### config.mk
export PLATFORM = sky130hd
export DESIGN_NAME = dma_dispatch
export DESIGN_NICKNAME = d
export VERILOG_FILES = /design/src/rtl/dmad_pkg.sv /design/src/rtl/dmad_fifo.sv /design/src/rtl/dmad_select.sv /design/src/rtl/dmad_complete.sv /design/src/rtl/dma_dispatch.sv
export SDC_FILE = /design/constraint.sdc
export NUM_CORES = 1
export LEC_CHECK = 0
export BUFFER_PORTS_ARGS = -buffer_cell sky130_fd_sc_hd__buf_2
export CAP_MARGIN = 20
export CORE_MARGIN = 2
export CORE_UTILIZATION = 40
export CTS_BUF_LIST = sky130_fd_sc_hd__clkbuf_2
export DETAILED_ROUTE_END_ITERATION = 12
export MAX_ROUTING_LAYER = met4
export PLACE_DENSITY = 0.7
export SLEW_MARGIN = 15
export SYNTH_ARGS = -nofsm -noshare
export SYNTH_HDL_FRONTEND = slang
export SYNTH_SLANG_ARGS = --single-unit
### constraint.sdc
create_clock -name clk -period 6.12 [get_ports clk]
set_input_delay 1.224 -clock clk [delete_from_list [all_inputs] [get_ports clk]]
set_output_delay 1.224 -clock clk [all_outputs]
set_load 0.03 [all_outputs]
### src/rtl/dmad_pkg.sv
package dmad_pkg;
  localparam int NUM_CLASS = 2;
  localparam int CLS_HI    = 0;
  localparam int CLS_LO    = 1;

  typedef enum logic {
    XFER_PUSH = 1'b0,
    XFER_PULL = 1'b1
  } xfer_dir_e;
endpackage

### src/rtl/dmad_fifo.sv
module dmad_fifo #(
  parameter int W     = 8,
  parameter int DEPTH = 4
) (
  input  logic         clk,
  input  logic         rst_n,
  input  logic         in_valid,
  output logic         in_ready,
  input  logic [W-1:0] in_data,
  output logic         out_valid,
  input  logic         out_pop,
  output logic [W-1:0] out_data
);
  localparam int PW = (DEPTH > 1) ? $clog2(DEPTH) : 1;
  localparam int CW = $clog2(DEPTH + 1);

  logic [W-1:0]  mem [DEPTH];
  logic [PW-1:0] wp, rp;
  logic [CW-1:0] cnt;
  logic          push, pop;

  assign in_ready  = (cnt != CW'(DEPTH));
  assign out_valid = (cnt != '0);
  assign out_data  = mem[rp];
  assign push      = in_valid & in_ready;
  assign pop       = out_pop & out_valid;

  always_ff @(posedge clk) begin
    if (!rst_n) begin
      wp  <= '0;
      rp  <= '0;
      cnt <= '0;
    end else begin
      if (push) begin
        mem[wp] <= in_data;
        wp      <= (wp == PW'(DEPTH - 1)) ? '0 : wp + 1'b1;
      end
      if (pop) rp <= (rp == PW'(DEPTH - 1)) ? '0 : rp + 1'b1;
      if (push && !pop)      cnt <= cnt + 1'b1;
      else if (!push && pop) cnt <= cnt - 1'b1;
    end
  end

  // Queue occupancy follows accepted pushes
  assert_count_track_R2: assert property (@(posedge clk) disable iff (!rst_n)
    (in_valid && in_ready && !out_pop) |=> (cnt == $past(cnt) + 1'b1));
endmodule

### src/rtl/dmad_select.sv
module dmad_select #(
  parameter int RW         = 32,
  parameter int LEN_W      = 16,
  parameter int TAG_W      = 4,
  parameter int THRESH_RST = 168
) (
  input  logic             clk,
  input  logic             rst_n,
  input  logic             hi_avail,
  input  logic [RW-1:0]    hi_head,
  input  logic             lo_avail,
  input  logic [RW-1:0]    lo_head,
  input  logic             thr_we,
  input  logic [LEN_W-1:0] thr_wdata,
  input  logic             dma_ready,
  input  logic             dma_done,
  input  logic             pio_ready,
  input  logic             pio_block,
  output logic             hi_pop,
  output logic             lo_pop,
  output logic             dma_valid,
  output logic             pio_valid,
  output logic             pio_fire,
  output logic [RW-1:0]    req_data
);
  logic             lock_v, lock_lo, lock_pio;
  logic             busy;
  logic [LEN_W-1:0] thr;
  logic             use_lo, to_pio, offer, dma_fire, any_fire;
  logic [LEN_W-1:0] head_len;

  assign use_lo   = lock_v ? lock_lo : !hi_avail;
  assign req_data = use_lo ? lo_head : hi_head;
  assign head_len = req_data[TAG_W +: LEN_W];
  assign to_pio   = lock_v ? lock_pio : (head_len < thr);
  assign offer    = lock_v | hi_avail | lo_avail;

  assign dma_valid = offer & ~to_pio & ~busy;
  assign pio_valid = offer & to_pio & ~pio_block;
  assign dma_fire  = dma_valid & dma_ready;
  assign pio_fire  = pio_valid & pio_ready;
  assign any_fire  = dma_fire | pio_fire;
  assign hi_pop    = any_fire & ~use_lo;
  assign lo_pop    = any_fire & use_lo;

  always_ff @(posedge clk) begin
    if (!rst_n) begin
      lock_v   <= 1'b0;
      lock_lo  <= 1'b0;
      lock_pio <= 1'b0;
      busy     <= 1'b0;
      thr      <= LEN_W'(THRESH_RST);
    end else begin
      lock_v   <= (dma_valid & ~dma_ready) | (pio_valid & ~pio_ready);
      lock_lo  <= use_lo;
      lock_pio <= to_pio;
      if (dma_fire)      busy <= 1'b1;
      else if (dma_done) busy <= 1'b0;
      if (thr_we) thr <= thr_wdata;
    end
  end

  // Engine takes one transfer at a time
  assert_single_xfer_R5: assert property (@(posedge clk) disable iff (!rst_n)
    (dma_valid && dma_ready) |=> !dma_valid);

  // Offers are held until taken
  assert_dma_hold_R9: assert property (@(posedge clk) disable iff (!rst_n)
    (dma_valid && !dma_ready) |=> (dma_valid && $stable(req_data)));
  assert_pio_hold_R9: assert property (@(posedge clk) disable iff (!rst_n)
    (pio_valid && !pio_ready) |=> (pio_valid && $stable(req_data)));
endmodule

### src/rtl/dmad_complete.sv
module dmad_complete #(
  parameter int TAG_W = 4
) (
  input  logic             clk,
  input  logic             rst_n,
  input  logic             dma_done,
  input  logic [TAG_W-1:0] dma_done_tag,
  input  logic             pio_fire,
  input  logic [TAG_W-1:0] pio_tag,
  output logic             hold_full,
  output logic             cmp_valid,
  output logic [TAG_W-1:0] cmp_tag,
  output logic             cmp_pio
);
  logic [TAG_W-1:0] hold_tag;

  always_ff @(posedge clk) begin
    if (!rst_n) begin
      hold_full <= 1'b0;
      hold_tag  <= '0;
      cmp_valid <= 1'b0;
      cmp_tag   <= '0;
      cmp_pio   <= 1'b0;
    end else begin
      cmp_valid <= 1'b0;
      if (dma_done) begin
        cmp_valid <= 1'b1;
        cmp_tag   <= dma_done_tag;
        cmp_pio   <= 1'b0;
        if (pio_fire) begin
          hold_full <= 1'b1;
          hold_tag  <= pio_tag;
        end
      end else if (pio_fire) begin
        cmp_valid <= 1'b1;
        cmp_tag   <= pio_tag;
        cmp_pio   <= 1'b1;
      end else if (hold_full) begin
        cmp_valid <= 1'b1;
        cmp_tag   <= hold_tag;
        cmp_pio   <= 1'b1;
        hold_full <= 1'b0;
      end
    end
  end

  // Every completion has a cause in the previous cycle
  assert_cmp_cause_R8: assert property (@(posedge clk) disable iff (!rst_n)
    cmp_valid |-> $past(dma_done || pio_fire || hold_full));
endmodule

### src/rtl/dma_dispatch.sv
module dma_dispatch #(
  parameter int ADDR_W     = 32,
  parameter int LEN_W      = 16,
  parameter int TAG_W      = 4,
  parameter int DEPTH      = 4,
  parameter int THRESH_RST = 168
) (
  input  logic              clk,
  input  logic              rst_n,
  input  logic              hi_valid,
  output logic              hi_ready,
  input  logic              hi_dir,
  input  logic [ADDR_W-1:0] hi_laddr,
  input  logic [ADDR_W-1:0] hi_raddr,
  input  logic [LEN_W-1:0]  hi_len,
  input  logic [TAG_W-1:0]  hi_tag,
  input  logic              lo_valid,
  output logic              lo_ready,
  input  logic              lo_dir,
  input  logic [ADDR_W-1:0] lo_laddr,
  input  logic [ADDR_W-1:0] lo_raddr,
  input  logic [LEN_W-1:0]  lo_len,
  input  logic [TAG_W-1:0]  lo_tag,
  input  logic              thr_we,
  input  logic [LEN_W-1:0]  thr_wdata,
  output logic              dma_valid,
  input  logic              dma_ready,
  output logic              dma_dir,
  output logic [ADDR_W-1:0] dma_laddr,
  output logic [ADDR_W-1:0] dma_raddr,
  output logic [LEN_W-1:0]  dma_len,
  output logic [TAG_W-1:0]  dma_tag,
  input  logic              dma_done,
  input  logic [TAG_W-1:0]  dma_done_tag,
  output logic              pio_valid,
  input  logic              pio_ready,
  output logic              pio_dir,
  output logic [ADDR_W-1:0] pio_laddr,
  output logic [ADDR_W-1:0] pio_raddr,
  output logic [LEN_W-1:0]  pio_len,
  output logic [TAG_W-1:0]  pio_tag,
  output logic              cmp_valid,
  output logic [TAG_W-1:0]  cmp_tag,
  output logic              cmp_pio
);
  import dmad_pkg::*;

  localparam int RW = 1 + 2 * ADDR_W + LEN_W + TAG_W;

  logic          q_in_valid [NUM_CLASS];
  logic          q_in_ready [NUM_CLASS];
  logic [RW-1:0] q_in_data  [NUM_CLASS];
  logic          q_avail    [NUM_CLASS];
  logic          q_pop      [NUM_CLASS];
  logic [RW-1:0] q_head     [NUM_CLASS];

  logic [RW-1:0] req_data;
  logic          pio_fire, hold_full;

  assign q_in_valid[CLS_HI] = hi_valid;
  assign q_in_data[CLS_HI]  = {hi_dir, hi_laddr, hi_raddr, hi_len, hi_tag};
  assign q_in_valid[CLS_LO] = lo_valid;
  assign q_in_data[CLS_LO]  = {lo_dir, lo_laddr, lo_raddr, lo_len, lo_tag};
  assign hi_ready = q_in_ready[CLS_HI];
  assign lo_ready = q_in_ready[CLS_LO];

  for (genvar c = 0; c < NUM_CLASS; c++) begin : g_queue
    dmad_fifo #(.W(RW), .DEPTH(DEPTH)) i_fifo (
      .clk      (clk),
      .rst_n    (rst_n),
      .in_valid (q_in_valid[c]),
      .in_ready (q_in_ready[c]),
      .in_data  (q_in_data[c]),
      .out_valid(q_avail[c]),
      .out_pop  (q_pop[c]),
      .out_data (q_head[c])
    );
  end

  dmad_select #(
    .RW(RW), .LEN_W(LEN_W), .TAG_W(TAG_W), .THRESH_RST(THRESH_RST)
  ) i_select (
    .clk      (clk),
    .rst_n    (rst_n),
    .hi_avail (q_avail[CLS_HI]),
    .hi_head  (q_head[CLS_HI]),
    .lo_avail (q_avail[CLS_LO]),
    .lo_head  (q_head[CLS_LO]),
    .thr_we   (thr_we),
    .thr_wdata(thr_wdata),
    .dma_ready(dma_ready),
    .dma_done (dma_done),
    .pio_ready(pio_ready),
    .pio_block(hold_full),
    .hi_pop   (q_pop[CLS_HI]),
    .lo_pop   (q_pop[CLS_LO]),
    .dma_valid(dma_valid),
    .pio_valid(pio_valid),
    .pio_fire (pio_fire),
    .req_data (req_data)
  );

  assign {dma_dir, dma_laddr, dma_raddr, dma_len, dma_tag} = req_data;
  assign {pio_dir, pio_laddr, pio_raddr, pio_len, pio_tag} = req_data;

  dmad_complete #(.TAG_W(TAG_W)) i_complete (
    .clk         (clk),
    .rst_n       (rst_n),
    .dma_done    (dma_done),
    .dma_done_tag(dma_done_tag),
    .pio_fire    (pio_fire),
    .pio_tag     (pio_tag),
    .hold_full   (hold_full),
    .cmp_valid   (cmp_valid),
    .cmp_tag     (cmp_tag),
    .cmp_pio     (cmp_pio)
  );
endmodule

==> results of run 1 <==
## through the flow
step                      cell area (um^2)  setup slack [ps]
after detailed placement             31300              1080
after floorplan                      28800               913
after CTS                            34700             -26.7
after global placement               31300              1220
after global routing                 35000             -7.40
final                                35000               265
## synth_stat cells (all sizes together) (3+ instances only)
cell / number
a21boi: 3
a21oi: 6
and2: 7
and3: 8
buf: 109
clkbuf: 37
dfxtp: 49
edfxtp: 680
ha: 28
inv: 31
mux2: 81
mux2i: 30
mux4: 170
nand2: 26
nand3: 9
nor2: 10
nor2b: 24
o2111ai: 4
o211a: 4
o211ai: 9
o21a: 4
o21ai: 9
o31a: 3
or3: 3
## repair_timing
item | 4_1_cts | 5_1_grt
endpoints found under the setup margin | 2 | 2
setup buffers | 3 | 21
hold buffers | 176 | 0
pin swaps | 6 | 4
gates cloned | 0 | 1
endpoints found under the hold margin | 631 | 0
gates resized for setup | 7 | 3
## cell type report
type / instances / area, um^2 / share of cell area [%]
Antenna cell: 12 / 30.0 / 0.0859
Multi-Input combinational cell: 461 / 6450 / 18.5
Clock inverter: 50 / 362 / 1.03
Timing Repair Buffer: 600 / 4090 / 11.7
Sequential cell: 729 / 21400 / 61.2
Clock buffer: 264 / 1320 / 3.78
Tap cell: 950 / 1190 / 3.40
Inverter: 31 / 116 / 0.333
## final timing paths
check,start,slack [ps],to
min reg2reg,g_queue[0].i_fifo.rp[0],500,register
max,i_select.lock_v,270,pio_valid
max reg2reg,i_select.lock_v,1400,g_queue[0].i_fifo.cnt[2]
min,hi_tag[1],200,g_queue[0].i_fifo.mem[3][1]
## cells by family after synthesis
family,share of synthesized area (%)
AOI/OAI and AO/OA,1.37
xor gates and xnor gates,0.122
adders and majority gates,1.36
buffers and inverters,3.50
DFF,74.3
muxes,17.5
and+or+nand+nor,1.80
## worst max-delay path, cell delays in order, from the launching register on
cell and delay (ps):
dfxtp_1 360, or4_4 620, nand2_8 150, buf_4 130, mux2_2 400, ha_1 330
a21oi_1 140, nand2_1 80, a2111oi_2 430, and4_4 290, nor2_1 50, nor2_1 110
clkbuf_4 210
## state kept, by name, indices dropped and copies added (netlist names), 4 cells and up, named ones only
| name | cells |
|---|---|
| i_complete.hold_tag | 4 |
| g_queue.i_fifo.cnt | 6 |
| g_queue.i_fifo.mem | 680 |
| i_complete.cmp_tag | 4 |
| g_queue.i_fifo.rp | 4 |
| g_queue.i_fifo.wp | 4 |
| i_select.thr | 16 |
## layer usage
| metal | track usage [%] | up-vias | routed length, um |
|---|---|---|---|
| met1 | 21.9 | 7935 | 27200 |
| met3 | 5.05 | 88 | 4180 |
| li1 | - | 6887 | - |
| met5 | - | - | 0 |
| met2 | 30.2 | 575 | 34000 |
| met4 | 6.51 | 0 | 1150 |
## power groups by stage
stage / sequential [W] / clock, W / combinational, W
floorplan: 0.00597 / 0 / 0.00451
global placement: 0.00603 / 0 / 0.00547
detailed placement: 0.00605 / 0 / 0.00552
CTS: 0.00594 / 0.00340 / 0.00569
global route: 0.00595 / 0.00365 / 0.00617
finish: 0.00591 / 0.00329 / 0.00584
==> impl_metrics.json, run 1 <==
{
  "ir_worst_vdd_v": 0.000385,
  "synthCells": 1366,
  "vias": 15485,
  "seqPwrFrac_pct": 39.3,
  "finalSetupViolations": 0,
  "cts_root_buf": "clkbuf_2",
  "num_rows": 98,
  "firstDrtPassIters": 6,
  "cts_tree": "built",
  "power.internal_w": 0.00933,
  "gp_congestion": 0.833,
  "grt_max_degree": 53,
  "ys_warn_count": 0,
  "final_common_cell": "edfxtp_1",
  "crit_type": "reg -> out",
  "start_util_pct": 40.3,
  "power_density_nw_per_um2": 430,
  "ys_seq_area_share_pct": 74.3,
  "switching_share_pct": 38.0,
  "p_leak_nw": 12.4,
  "numCtsBuffers": 181,
  "coreArea_um2": 71400,
  "synth_seq_cells": 729,
  "dieArea_um2": 74100,
  "hold_violations": 0,
  "routed_wl_um": 66500,
  "synth_area_um2": 28800,
  "clockBufferDepth": 3,
  "worstSkewPairLatency_ps": 1340,
  "grt_usage_pct": 18.4,
  "synthesis.nets": 1594,
  "power_frac_clock_pct": 21.9,
  "nets": 2232,
  "synth_top_area_cell": "edfxtp_1",
  "viasPerCell": 5.00,
  "switchingPower_w": 0.00572,
  "reg2regPathDepth": 19,
  "synth_ff_type": "edfxtp_1",
  "setup_tns_ps": 0,
  "cp.required_ps": 4900,
  "dp_cells": 2570,
  "tightest_slew_ps": 943,
  "place_hpwl_um": 40500,
  "portBuffers": 377,
  "grt_overflow": 0,
  "fin_cells": 3097,
  "async_flop_share_pct": 0,
  "postSynthAreaPerCell_um2": 21.1,
  "final_util_pct": 49.0,
  "critPathLaunchType": "register",
  "power_frac_comb_pct": 38.8,
  "fin_crit_sh_pct": 95.7,
  "cp_max_fo": 6,
  "io_pins": 378,
  "drive_above_1_share_pct": 46.1,
  "max-cap-violations": 0,
  "wl_per_cell_um": 21.5,
  "critPathCaptureType": "primary output",
  "finalPower_w": 0.0150,
  "fillers": 5964,
  "final_cell_mix": "edfxtp_1 (680), buf_2 (376), clkbuf_2 (264)",
  "slew_headroom_pct": 37.2,
  "synth-edff-count": 680,
  "drt_iter0_drc": 963,
  "fin_hold_ws_ps": 200,
  "synth.top_cell.area_share_pct": 70.9,
  "grt_pass1_wl_um": 98500,
  "finClkSkew_ps": 119,
  "drc": 0,
  "cts_max_level": 4,
  "fp.dieW_um": 272,
  "path_clk_slew_ps": 110,
  "antenna_found_initial": 13,
  "worstPathArrival_ps": 4630,
  "clock_sinks": 729,
  "slew_viol_final": 0,
  "die_height_um": 272,
  "finalCriticalPeriod_ps": 5850,
  "holdPathStages": 1,
  "postRouteAntennaNets": 0,
  "hp-class": "in -> reg",
  "first_global_vias": 16910,
  "status": "finished, final reports clean",
  "synth_area_leaders": "edfxtp_1 (71%), mux4_2 (13%), dfxtp_1 (3.4%), mux2_2 (3.2%), buf_4 (2.2%)",
  "fmax_mhz": 171,
  "ys_types": 47,
  "syn2layout_area_growth_pct": 21.5
}
(Power assumes the default switching activity.)
==> run 2: changes to the inputs <==
==> constraint.sdc (replaced) <==
create_clock -name clk -period 6.12 [get_ports clk]
set_input_delay 0.306 -clock clk [delete_from_list [all_inputs] [get_ports clk]]
set_output_delay 0.306 -clock clk [all_outputs]
set_load 0.03 [all_outputs]
==> run 2 against run 1 <==
Net effect:
- sequential power is 1% higher
- sequential cell count is the same
- via count up 7.8%
- clock power barely moved
- register-to-register slack got worse by 320 ps
- clock-buffer cell count unchanged
- critical path depth decreased by 2
- highest routed layer unchanged
==> impl_metrics.json, run 2 (synthesis results as in run 1) <==
{
  "fin_hold_ws_ps": 255,
  "hp-class": "in -> reg",
  "cts_tree": "built",
  "syn2layout_area_growth_pct": 29.7,
  "viasPerCell": 4.99,
  "max-cap-violations": 0,
  "place_area_um2": 31200,
  "fmax_mhz": 180,
  "firstDrtPassIters": 5,
  "rsz0062_at_grt": "false",
  "numCtsBuffers": 186,
  "cts_max_level": 4,
  "io_pins": 378,
  "regMostFlops": "g_queue.i_fifo.mem",
  "num_rows": 98,
  "biggestRegsByFlops": "g_queue.i_fifo.mem x680, i_select.thr x16, g_queue.i_fifo.cnt x6",
  "fin_crit_sh_pct": 90.5,
  "drc": 0,
  "nets": 2471,
  "power_frac_comb_pct": 38.5,
  "design_area_um2": 37300,
  "worstSkewPairLatency_ps": 1370,
  "routed_wl_um": 72100,
  "final_cell_mix": "edfxtp_1 (680), dlygate4sd3_1 (436), buf_2 (377)",
  "clockBufferDepth": 3,
  "switchingPower_w": 0.00585,
  "critPathCaptureType": "primary output",
  "portBuffers": 377,
  "start_util_pct": 40.3,
  "first_global_vias": 18518,
  "finalSetupViolations": 0,
  "final_util_pct": 52.3,
  "finClkSkew_ps": 132,
  "largest_register_ffs": 680,
  "p_leak_nw": 13.3,
  "finalPower_w": 0.0151,
  "gp_congestion": 0.795,
  "crit_type": "reg -> out",
  "final_common_cell": "edfxtp_1",
  "cts_root_buf": "clkbuf_2",
  "grt_usage_pct": 20.2,
  "antenna_found_initial": 11,
  "vias": 16699,
  "ir_worst_vdd_v": 0.000371,
  "switching_share_pct": 38.8,
  "postRouteAntennaNets": 0,
  "fp.dieW_um": 272,
  "grt_max_degree": 60,
  "coreArea_um2": 71400,
  "place_hpwl_um": 40400,
  "power_frac_clock_pct": 21.8,
  "tightest_slew_ps": 1090,
  "seqPwrFrac_pct": 39.7,
  "grt_pass1_wl_um": 108000,
  "hold_violations": 0,
  "die_height_um": 272,
  "setup_tns_ps": 0,
  "power.internal_w": 0.00921,
  "path_clk_slew_ps": 110,
  "finalCriticalPeriod_ps": 5540,
  "power_density_nw_per_um2": 403,
  "clock_sinks": 729,
  "slew_headroom_pct": 27.1,
  "slew_viol_final": 0,
  "drt_iter0_drc": 1239,
  "cp.required_ps": 5810,
  "worstPathArrival_ps": 5240,
  "critPathLaunchType": "register",
  "wl_per_cell_um": 21.5,
  "dieArea_um2": 74100,
  "grt_overflow": 0,
  "drive_above_1_share_pct": 40.3,
  "cp_max_fo": 32,
  "status": "finished, final reports clean"
}
run 2: power by group through the flow:
stage / logic, W / clock network [W] / registers, W
after floorplan: 0.00451 / 0 / 0.00597
after global placement: 0.00548 / 0 / 0.00607
after detailed placement: 0.00553 / 0 / 0.00610
after CTS: 0.00579 / 0.00338 / 0.00598
after global routing: 0.00612 / 0.00365 / 0.00601
final: 0.00580 / 0.00328 / 0.00597
run 2: final timing paths:
| kind | from | end | slack, ps | cells after the start |
|---|---|---|---|---|
| setup / recovery | register | pio_valid | 580 | 10 |
| hold / removal | pio_ready | register | 250 | 7 |
| setup reg to reg | g_queue[0].i_fifo.cnt[0] | g_queue[0].i_fifo.cnt[2] | 1080 | 17 |
| hold reg to reg | g_queue[1].i_fifo.rp[0] | register | 390 | 2 |
run 2: critical path: stages, from the launching register on:
cell and delay (ps):
dfxtp_4 860, mux4_2 590, mux2_2 300, ha_1 290, a211oi_1 200, o21ai_0 200
a2111oi_2 510, and4_1 480, nor2_1 100, nor2_1 110, buf_2 220
run 2: final cells by class:
cell class                      count  area (um^2)
Tap cell                          950         1190
Fill cell                        5747        34000
Timing Repair Buffer              835         6470
Inverter                           31          116
Sequential cell                   729        21400
Clock inverter                     66          378
Clock buffer                      264         1320
Multi-Input combinational cell    460         6420
Antenna cell                       12         30.0
run 2: metrics by stage:
| step | worst slack (ps) | std cells |
|---|---|---|
| after CTS | 349 | 3333 |
| after global placement | 1140 | 2566 |
| after global routing | 134 | 3346 |
| after floorplan | 1280 | 1366 |
| after detailed placement | 1020 | 2567 |
| final | 579 | 3347 |
run 2: routing by layer:
layer	share of wire [%]	vias up	track usage, %	wire length [um]
li1	-	7386	-	-
met1	40	8497	23.4	28700
met2	51	686	33.4	36600
met3	7.2	130	5.86	5230
met4	2.2	0	7.03	1570
met5	0	-	-	0
run 2: repair_timing:
| action | in CTS | in global routing |
|---|---|---|
| resized for setup | 0 | 0 |
| endpoints found under the setup margin | 0 | 0 |
| hold endpoints to repair | 753 | 0 |
| setup buffers | 0 | 0 |
| hold buffers | 436 | 0 |
==> run 3: changes to the inputs <==
--- a/config.mk
+++ b/config.mk
@@ -7,12 +7,14 @@
 export LEC_CHECK = 0
 export BUFFER_PORTS_ARGS = -buffer_cell sky130_fd_sc_hd__buf_2
 export CAP_MARGIN = 20
-export CORE_MARGIN = 2
-export CORE_UTILIZATION = 40
+export CELL_PAD_IN_SITES_DETAIL_PLACEMENT = 0
+export CELL_PAD_IN_SITES_GLOBAL_PLACEMENT = 1
+export CORE_MARGIN = 4
+export CORE_UTILIZATION = 52
 export CTS_BUF_LIST = sky130_fd_sc_hd__clkbuf_2
 export DETAILED_ROUTE_END_ITERATION = 12
 export MAX_ROUTING_LAYER = met4
-export PLACE_DENSITY = 0.7
+export PLACE_DENSITY = 0.93
 export SLEW_MARGIN = 15
 export SYNTH_ARGS = -nofsm -noshare
 export SYNTH_HDL_FRONTEND = slang
==> run 3 against run 2 <==
Net effect:
- power is 0.72% lower
- first-iteration DRC count increased by 4.4%
- worst setup slack got worse by 150 ps
- largest cell class unchanged
- clock power down 4%
- clock-buffer cell count down 6
- worst hold slack worse by 13 ps
==> impl_metrics.json, run 3 (synthesis results as in run 1) <==
{
  "drt_iter0_drc": 1293,
  "drive_above_1_share_pct": 39.9,
  "power_density_nw_per_um2": 405,
  "routed_wl_um": 72800,
  "fillers": 3372,
  "dp_cells": 2354,
  "io_pins": 378,
  "start_util_pct": 53.0,
  "grt_pass1_wl_um": 110000,
  "coreArea_um2": 54300,
  "postRouteAntennaNets": 0,
  "ir_worst_vdd_v": 0.000387,
  "place_area_um2": 30900,
  "clock_sinks": 729,
  "finalSetupViolations": 0,
  "die_height_um": 243,
  "post_cts_buffers": 0,
  "cpMostUsedCell": "nor2_1",
  "numCtsBuffers": 174,
  "crit_chain": "or4_4 -> nand2_4 -> mux2_2 -> ha_1 -> a211oi_1 -> o21ai_0 -> a2111oi_2 -> and4_1 -> nor2_1 -> nor2_1 -> buf_2",
  "biggestRegsByFlops": "g_queue.i_fifo.mem x680, i_select.thr x16, g_queue.i_fifo.cnt x6",
  "setup_tns_ps": 0,
  "p_leak_nw": 13.2,
  "slew_headroom_pct": 31.7,
  "nets": 2456,
  "cts_max_level": 4,
  "slew_viol_final": 0,
  "grt_max_degree": 58,
  "fmax_mhz": 176,
  "grt_overflow": 0,
  "final_cell_mix": "edfxtp_1 (680), dlygate4sd3_1 (437), buf_2 (377)",
  "viasPerCell": 5.44,
  "cpMaxStageDelayCell": "or4_4",
  "cts_root_buf": "clkbuf_2",
  "wl_per_cell_um": 23.4,
  "hold_violations": 0,
  "crit_type": "reg -> out",
  "first_global_vias": 18869,
  "worstPathArrival_ps": 5390,
  "place_hpwl_um": 39400,
  "drc": 0,
  "portBuffers": 377,
  "clockBufferDepth": 3,
  "largest_register_ffs": 680,
  "tightest_slew_ps": 1020,
  "path_clk_slew_ps": 140,
  "cts-resized-gates": 0,
  "rsz0062_at_grt": "false",
  "syn2layout_area_growth_pct": 28.1,
  "regMostFlops": "g_queue.i_fifo.mem",
  "design_area_um2": 36900,
  "cp_max_fo": 27,
  "num_rows": 85,
  "critPathCaptureType": "primary output",
  "status": "finished, final reports clean",
  "critPathLaunchType": "register",
  "gp_congestion": 0.818,
  "hp-class": "in -> reg",
  "antenna_found_initial": 11,
  "rrSetupSlack_ps": 1120,
  "worstSkewPairLatency_ps": 1380,
  "fin_cells": 3113,
  "dieArea_um2": 59200,
  "finClkSkew_ps": 91.9,
  "firstDrtPassIters": 5,
  "cp.required_ps": 5810,
  "fin_crit_sh_pct": 93.1,
  "finalCriticalPeriod_ps": 5700,
  "fp.dieW_um": 243,
  "slowest_delay_ps": 580,
  "vias": 16942,
  "final_common_cell": "edfxtp_1",
  "cts_tree": "built",
  "grt_usage_pct": 25.6,
  "max-cap-violations": 0,
  "finalPower_w": 0.0149
}
[run 3: layout make-up]
type | instances | area (um^2) | share of cell area, %
clock inverter | 51 | 284 | 0.770
sequential | 729 | 21400 | 58.1
antenna | 13 | 32.5 | 0.0882
tap | 739 | 925 | 2.51
multi-input combinational | 460 | 6420 | 17.4
clock buffer | 258 | 1290 | 3.50
inverter | 31 | 116 | 0.315
timing repair buffer | 832 | 6400 | 17.3
[run 3: critical path: cells and delay by family (launching register included)]
family / cells / cell delay (ps)
AND/OR/NAND/NOR: 5 / 1690
AO/OA/AOI/OAI: 3 / 1040
multiplexers: 1 / 420
flip-flops: 1 / 370
adder cells (fa/ha/maj): 1 / 290
buffers and inverters: 1 / 220
[run 3: through the flow]
| step | util [%] | worst slack, ps | hold slack [ps] |
|---|---|---|---|
| floorplan | - | 1280 | 405 |
| global placement | 56.9 | 1350 | 465 |
| detailed placement | 56.9 | 1150 | 472 |
| CTS | 67.8 | 380 | 26.3 |
| global route | 67.9 | 91.2 | 147 |
| finish | 67.9 | 424 | 242 |
[run 3: what timing repair did]
| item | 4_1_cts | 5_1_grt |
|---|---|---|
| endpoints found under the setup margin | 0 | 0 |
| hold endpoints to repair | 960 | 0 |
| hold buffers | 437 | 0 |
[run 3: path summary, 6_finish.rpt]
kind | startpoint | end | cells after the start
max | g_queue[0].i_fifo.cnt[0] | pio_valid | 11
max reg2reg | g_queue[0].i_fifo.cnt[0] | g_queue[0].i_fifo.cnt[2] | 16
min reg2reg | g_queue[0].i_fifo.rp[1] | register | 2
min | lo_raddr[30] | g_queue[1].i_fifo.mem[3][50] | 3
[run 3: where the power goes]
group / switching, W / internal [W]
combinational: 0.00366 / 0.00214
sequential: 0.000213 / 0.00576
clock: 0.00195 / 0.00121
[run 3: layer usage]
layer  track usage [%]  routed length, um  vias to the layer above
met4              8.81               1790                        0
met3              6.77               5900                      153
met1              29.8              26700                     8620
met5                 -                  0                        -
li1                  -                  -                     7319
met2              43.4              38400                      850
